`src/rtl/vic_pkg.sv`:
```
package vic_pkg;
  localparam int NUM_EXT  = 2;
  localparam int NUM_SRC  = NUM_EXT + 3;
  localparam int VEC_W    = $clog2(NUM_SRC + 1);
  localparam int IDX_W    = $clog2(NUM_SRC);
  localparam int DATA_W   = 8;
  localparam int SENSE_W  = 2 * (NUM_EXT + 1);
  localparam int GIE_BIT  = DATA_W - 1;

  localparam int SRC_PORT = NUM_EXT;
  localparam int SRC_TMR  = NUM_EXT + 1;
  localparam int SRC_CMP  = NUM_EXT + 2;

  localparam logic [1:0] ADDR_CTRL  = 2'd0;
  localparam logic [1:0] ADDR_SENSE = 2'd1;
  localparam logic [1:0] ADDR_CLR   = 2'd2;

  typedef enum logic [1:0] {
    SENSE_LOW  = 2'b00,
    SENSE_ANY  = 2'b01,
    SENSE_FALL = 2'b10,
    SENSE_RISE = 2'b11
  } sense_e;
endpackage

```
`src/rtl/vic_sync.sv`:
```
module vic_sync #(
  parameter int   W       = 1,
  parameter int   STAGES  = 2,
  parameter logic RST_VAL = 1'b1
) (
  input  logic         clk,
  input  logic         rst_n,
  input  logic [W-1:0] d_i,
  output logic [W-1:0] q_o
);
  logic [W-1:0] chain_q [STAGES];

  genvar s;
  generate
    for (s = 0; s < STAGES; s++) begin : g_stage
      always_ff @(posedge clk or negedge rst_n) begin
        if (!rst_n) chain_q[s] <= {W{RST_VAL}};
        else if (s == 0) chain_q[s] <= d_i;
        else chain_q[s] <= chain_q[(s == 0) ? 0 : s-1];
      end
    end
  endgenerate

  assign q_o = chain_q[STAGES-1];
endmodule

```
`src/rtl/vic_edge_src.sv`:
```
module vic_edge_src #(
  parameter logic RST_VAL = 1'b1
) (
  input  logic clk,
  input  logic rst_n,
  input  logic lvl_i,
  input  logic want_rise_i,
  input  logic want_fall_i,
  input  logic lvl_mode_i,
  input  logic clr_i,
  output logic pend_o
);
  logic prev_q;
  logic flag_q;
  logic evt;

  assign evt = (want_rise_i & lvl_i & ~prev_q) | (want_fall_i & ~lvl_i & prev_q);

  always_ff @(posedge clk or negedge rst_n) begin
    if (!rst_n) begin
      prev_q <= RST_VAL;
      flag_q <= 1'b0;
    end else begin
      prev_q <= lvl_i;
      flag_q <= evt | (flag_q & ~clr_i);
    end
  end

  assign pend_o = flag_q | (lvl_mode_i & ~lvl_i);

  // a clear with no competing event leaves the flag low
  assert_flag_clear_R4: assert property (@(posedge clk) disable iff (!rst_n)
    (clr_i && !evt) |=> !flag_q);
  // a selected edge always latches, clear or not
  assert_event_wins_R4: assert property (@(posedge clk) disable iff (!rst_n)
    evt |=> flag_q);
endmodule

```
`src/rtl/vic_prio.sv`:
```
module vic_prio #(
  parameter int N     = 5,
  parameter int IDX_W = 3
) (
  input  logic [N-1:0]     req_i,
  output logic             any_o,
  output logic [IDX_W-1:0] idx_o
);
  always_comb begin
    any_o = 1'b0;
    idx_o = '0;
    for (int k = N - 1; k >= 0; k--) begin
      if (req_i[k]) begin
        any_o = 1'b1;
        idx_o = IDX_W'(k);
      end
    end
  end
endmodule

```
`src/rtl/vic_sense.sv`:
```
module vic_sense
  import vic_pkg::*;
#(
  parameter int PORT_W      = 8,
  parameter int SYNC_STAGES = 2
) (
  input  logic              clk,
  input  logic              rst_n,
  input  logic [NUM_EXT-1:0] ext_pin_i,
  input  logic [PORT_W-1:0] port_pin_i,
  input  logic              tmr_ovf_i,
  input  logic              cmp_out_i,
  input  logic              reg_wr_i,
  input  logic [1:0]        reg_addr_i,
  input  logic [DATA_W-1:0] reg_wdata_i,
  output logic              irq_valid_o,
  output logic [VEC_W-1:0]  irq_vector_o,
  input  logic              irq_ack_i,
  input  logic              reti_i
);
  logic               gie_q;
  logic [NUM_SRC-1:0] en_q;
  logic [SENSE_W-1:0] sense_q;
  logic [NUM_SRC-1:0] pend;
  logic [NUM_SRC-1:0] masked;
  logic [NUM_SRC-1:0] clr_vec;
  logic [NUM_SRC-1:0] ack_clr;
  logic [NUM_SRC-1:0] w1c_clr;
  logic [IDX_W-1:0]   pick_idx;
  logic               pick_any;
  logic               take;
  logic               wr_ctrl;
  logic               wr_sense;
  logic               wr_clr;
  logic [NUM_EXT-1:0] ext_s;
  logic [PORT_W-1:0]  port_s;
  logic               tmr_flag_q;
  logic               unused_wdata;

  assign unused_wdata = reg_wdata_i[GIE_BIT-1];

  assign wr_ctrl  = reg_wr_i && (reg_addr_i == ADDR_CTRL);
  assign wr_sense = reg_wr_i && (reg_addr_i == ADDR_SENSE);
  assign wr_clr   = reg_wr_i && (reg_addr_i == ADDR_CLR);
  assign take     = irq_valid_o && irq_ack_i;

  // register file and global enable
  always_ff @(posedge clk or negedge rst_n) begin
    if (!rst_n) begin
      en_q    <= '0;
      sense_q <= '0;
      gie_q   <= 1'b0;
    end else begin
      if (wr_ctrl)  en_q    <= reg_wdata_i[NUM_SRC-1:0];
      if (wr_sense) sense_q <= reg_wdata_i[SENSE_W-1:0];
      if (take)         gie_q <= 1'b0;
      else if (wr_ctrl) gie_q <= reg_wdata_i[GIE_BIT];
      else if (reti_i)  gie_q <= 1'b1;
    end
  end

  // flag clearing from handshake and from software
  always_comb begin
    ack_clr = '0;
    if (take) ack_clr[pick_idx] = 1'b1;
  end
  assign w1c_clr = wr_clr ? reg_wdata_i[NUM_SRC-1:0] : '0;
  assign clr_vec = ack_clr | w1c_clr;

  // external pins
  vic_sync #(.W(NUM_EXT), .STAGES(SYNC_STAGES), .RST_VAL(1'b1)) u_ext_sync (
    .clk(clk), .rst_n(rst_n), .d_i(ext_pin_i), .q_o(ext_s));

  genvar e;
  generate
    for (e = 0; e < NUM_EXT; e++) begin : g_ext
      sense_e mode;
      assign mode = sense_e'(sense_q[2*e +: 2]);
      vic_edge_src #(.RST_VAL(1'b1)) u_src (
        .clk(clk), .rst_n(rst_n), .lvl_i(ext_s[e]),
        .want_rise_i(mode == SENSE_RISE || mode == SENSE_ANY),
        .want_fall_i(mode == SENSE_FALL || mode == SENSE_ANY),
        .lvl_mode_i(mode == SENSE_LOW),
        .clr_i(clr_vec[e]), .pend_o(pend[e]));
    end
  endgenerate

  // port-wide low detect, level sensitive
  vic_sync #(.W(PORT_W), .STAGES(SYNC_STAGES), .RST_VAL(1'b1)) u_port_sync (
    .clk(clk), .rst_n(rst_n), .d_i(port_pin_i), .q_o(port_s));
  assign pend[SRC_PORT] = ~&port_s;

  // timer overflow flag
  always_ff @(posedge clk or negedge rst_n) begin
    if (!rst_n) tmr_flag_q <= 1'b0;
    else tmr_flag_q <= tmr_ovf_i | (tmr_flag_q & ~clr_vec[SRC_TMR]);
  end
  assign pend[SRC_TMR] = tmr_flag_q;

  // comparator event: 10 falling, 11 rising, otherwise toggle
  logic [1:0] cmp_mode;
  assign cmp_mode = sense_q[2*NUM_EXT +: 2];
  vic_edge_src #(.RST_VAL(1'b0)) u_cmp (
    .clk(clk), .rst_n(rst_n), .lvl_i(cmp_out_i),
    .want_rise_i(cmp_mode != 2'b10),
    .want_fall_i(cmp_mode != 2'b11),
    .lvl_mode_i(1'b0),
    .clr_i(clr_vec[SRC_CMP]), .pend_o(pend[SRC_CMP]));

  // arbitration
  assign masked = pend & en_q;
  vic_prio #(.N(NUM_SRC), .IDX_W(IDX_W)) u_prio (
    .req_i(masked), .any_o(pick_any), .idx_o(pick_idx));

  assign irq_valid_o  = gie_q && pick_any;
  assign irq_vector_o = irq_valid_o ? VEC_W'(pick_idx) + VEC_W'(1) : '0;

  // vector lies in 1..NUM_SRC when requesting, 0 otherwise
  assert_vec_range_R1: assert property (@(posedge clk) disable iff (!rst_n)
    irq_valid_o ? (irq_vector_o >= VEC_W'(1) && irq_vector_o <= VEC_W'(NUM_SRC))
                : (irq_vector_o == '0));
  // no request while the global enable is clear
  assert_gie_gate_R2: assert property (@(posedge clk) disable iff (!rst_n)
    !gie_q |-> !irq_valid_o);
  // a transfer leaves no request on the next cycle
  assert_ack_drops_R3: assert property (@(posedge clk) disable iff (!rst_n)
    take |=> !irq_valid_o);
  // a lone return strobe re-arms the global enable
  assert_reti_sets_R3: assert property (@(posedge clk) disable iff (!rst_n)
    (reti_i && !take && !wr_ctrl) |=> gie_q);
  // the presented vector names an enabled pending source
  assert_pick_pending_R10: assert property (@(posedge clk) disable iff (!rst_n)
    irq_valid_o |-> masked[irq_vector_o - VEC_W'(1)]);
endmodule

```
`config.mk`:
```
export PLATFORM = sky130hd
export DESIGN_NAME = vic_sense
export DESIGN_NICKNAME = d
export VERILOG_FILES = /design/src/rtl/vic_pkg.sv /design/src/rtl/vic_sync.sv /design/src/rtl/vic_edge_src.sv /design/src/rtl/vic_prio.sv /design/src/rtl/vic_sense.sv
export SDC_FILE = /design/constraint.sdc
export NUM_CORES = 1
export LEC_CHECK = 0
export BUFFER_PORTS_ARGS = -buffer_cell sky130_fd_sc_hd__buf_4
export CAP_MARGIN = 10
export CORE_MARGIN = 4
export CORE_UTILIZATION = 46
export DETAILED_ROUTE_END_ITERATION = 6
export GPL_TIMING_DRIVEN = 0
export PLACE_DENSITY = 0.76
export SYNTH_ARGS = -nofsm -noshare
export SYNTH_HDL_FRONTEND = slang
export SYNTH_SLANG_ARGS = --single-unit
```
`constraint.sdc`:
```
create_clock -name clk -period 4.5 [get_ports clk]
set_clock_uncertainty 0.05 [all_clocks]
set_input_delay 0.45 -clock clk [delete_from_list [all_inputs] [get_ports clk]]
set_output_delay 0.45 -clock clk [all_outputs]
set_load 0.05 [all_outputs]
```
==> out/metrics.cfg <==
[logic_synthesis]
synth_edf_count = 0
netlist_instances = 121
synth_area_leaders = dfstp_2, dfrtp_1, mux2_2
synth_area_um2 = 1590
synth_compound_area_frac = 0.0723
synth_xor_area_frac = 0.0110
async_reset_ff_frac = 1.00
synth_top_area_cell = dfstp_2
yosysMostFrequentCell = dfstp_2
yosys.area_share.simple = 0.126
seq_area_frac_synth = 0.630
ys_seq_elements = 39
synth_nets = 155
ys.flop_type = dfstp_2
ys_types = 30
synth.area.mux_share = 0.0903
synth_commonest_cells = dfstp_2, dfrtp_1, nand2_1
synth_top_cell_area_share = 0.363
synth_top_family_by_area = simple AND/OR/NAND/NOR gates
postSynthAreaPerCell_um2 = 13.2
synth_fa_ha_area_frac = 0.0550
yosys_warnings = 0

[job]
max_cap_viol_count = 0

[cts]
htree_levels = 2
cts.repair.resized = 0
clockRootBuffer = clkbuf_4
cts_tree = built
ctsHoldBuffers = 0
cts.clk_slew.worst_paths_ps = 100
clock_path_buffers = 2
cts_sinks = 39
insertion_delay_ps = 340
cts-buffers-inserted = 5
postCtsSetupBuffers = 0

[finish]
drive_gt1_frac = 0.468
nets = 191
n_antenna_cell = 0
area_delta_synth_final_pct = 22.7
fill_cells = 294

[critical_path]
crit_fanout = 7
ff2ff_path_depth = 6
end_kind = output pin
slowest_stage = dfrtp_1
critPathBufInv = 2
cp_cell_sequence = inv_1, ha_1, nor2b_1, o21ai_1, a21oi_1, ha_1, nand4b_1, mux2i_1, buf_4
worstSetupPathDepth = 9
cpMostUsedCell = ha_1
cpPeakStageDelay_ps = 400
cp.required_ps = 4000
cp-start-kind = flip-flop
crit_family = compound AO/OA/AOI/OAI gates
arrival_ps = 2320
worst-setup-path-type = flip-flop to output pin

[placed_design]
place.gp.congestion = 0.836
io_buffers = 29
dp_hpwl_um = 2110

[route]
dr.pass1.iters = 4
drc_errors = 0
initialDrtViolationCount = 53
routed-via-count = 1012
ant_nets = 0
vias_per_cell = 4.96
drt-total-wl_um = 2760
routedWlPerCell_um = 13.5

[timing]
fmax_mhz = 354
rsz0062_at_grt = false
hold_violations = 0
slew_viol_final = 0
slew_headroom = 0.688
min_period_over_period = 0.628
period_minus_slack_ps = 2820
setup_violations = 0
fin_setup_tns_ps = 0
worst_slew_pin_slew_ps = 468

[power_and_ir_drop]
leakage_nw = 0.862
sequentialPowerShare = 0.464
switching_share = 0.310
p_int_w = 0.000638
clkPwrFrac = 0.257
p_comb_frac = 0.279
p_sw_w = 0.000286
peakVddDrop_mv = 0.275
powerDensity_nw_per_um2 = 473
finalPower_w = 0.000925

[floorplan]
start_util = 0.477
core_um2 = 3340
num_rows = 21
die_h_um = 66.8
pin_count = 31
die_area_um2 = 4470
fp.dieW_um = 66.8

[status]
status = completed

[global_route]
groute.usage.overall = 0.151
grt_max_degree = 40
grt-ovfl-total = 0
grt_pass1_vias = 1075
antenna_found_initial = 0
grt_pass1_wl_um = 4820

[hold_path]
hold_path_class = primary input to async pin

stage by stage:
| step | instance area [µm²] | setup WS [ps] | util | instances | hold WS, ps |
|---|---|---|---|---|---|
| after global placement | 1870 | 2130 | 0.560 | 196 | 295 |
| after detailed placement | 1870 | 2030 | 0.560 | 196 | 297 |
| after CTS | 1950 | 1640 | 0.586 | 204 | 4.46 |
| after floorplan | 1590 | 1750 | - | 121 | 104 |
| final | 1950 | 1680 | 0.586 | 204 | 7.46 |
| after global routing | 1950 | 1460 | 0.586 | 204 | 14.4 |
kinds of logic after synthesis:
group           after synthesis
simple gates                 37
compound gates               17
xor+xnor                      2
buf+inv                       6
mux                          13
fa+ha+maj                     7
flops                        39
sequential cells by signal, summed over array words and instances (netlist names), 2 cells and up:
| name | count |
|---|---|
| u_ext_sync.chain_q | 2 |
| g_ext.u_src.flag_q | 2 |
| u_port_sync.q_o | 8 |
| g_ext.u_src.prev_q | 2 |
| en_q | 5 |
| sense_q | 6 |
| u_ext_sync.q_o | 2 |
| u_port_sync.chain_q | 8 |
layer usage:
| metal | global-route usage | share of wire | up-vias |
|---|---|---|---|
| met2 | 0.240 | 0.50 | 29 |
| met5 | 0 | 0 | - |
| met4 | 0.0787 | 0.018 | 0 |
| met1 | 0.177 | 0.41 | 484 |
| met3 | 0.0540 | 0.069 | 6 |
| li1 | - | - | 493 |
power by group through the flow:
| stage | registers [W] | logic (W) | clock network (W) |
|---|---|---|---|
| 2_1_floorplan | 0.000427 | 0.000181 | 0 |
| 3_3_place_gp | 0.000432 | 0.000249 | 0 |
| 3_5_place_dp | 0.000435 | 0.000259 | 0 |
| 4_1_cts | 0.000429 | 0.000261 | 0.000249 |
| 5_1_grt | 0.000435 | 0.000286 | 0.000266 |
| 6_report | 0.000429 | 0.000258 | 0.000238 |
cell usage in the layout, fill, tap and decap left out, types with 3 or more instances in the layout:
| cell | count |
|---|---|
| a21oi_1 | 4 |
| buf_4 | 29 |
| clkbuf_4 | 5 |
| dfrtp_1 | 17 |
| dfstp_2 | 22 |
| ha_1 | 7 |
| inv_1 | 5 |
| mux2_2 | 11 |
| nand2_1 | 14 |
| nand3_1 | 4 |
| nand4_1 | 4 |
| nor2_1 | 5 |
| o21ai_1 | 3 |
final timing paths:
| kind | from | endpoint | slack, ps |
|---|---|---|---|
| max | sense_q[2] | irq_vector_o[2] | 1680 |
| min in group clk | port_pin_i[3] | u_port_sync.chain_q[11] | 160 |
| min | rst_n | sense_q[1] | 7 |
| max in group asynchronous | rst_n | u_port_sync.q_o[7] | 4040 |
| min reg2reg | u_ext_sync.chain_q[2] | u_ext_sync.q_o[0] | 310 |
| max reg2reg | sense_q[2] | gie_q | 2800 |
cell type report:
cell class / instances / area, µm² / share of cell area
Sequential cell: 39 / 1000 / 0.513
Inverter: 5 / 18.8 / 0.00960
Clock inverter: 2 / 35.0 / 0.0179
Multi-Input combinational cell: 76 / 566 / 0.289
Buffer: 1 / 5.00 / 0.00256
Tap cell: 46 / 57.6 / 0.0294
Clock buffer: 6 / 51.3 / 0.0262
Timing Repair Buffer: 29 / 218 / 0.111
No activity file was read; power rests on OpenSTA's default activity.
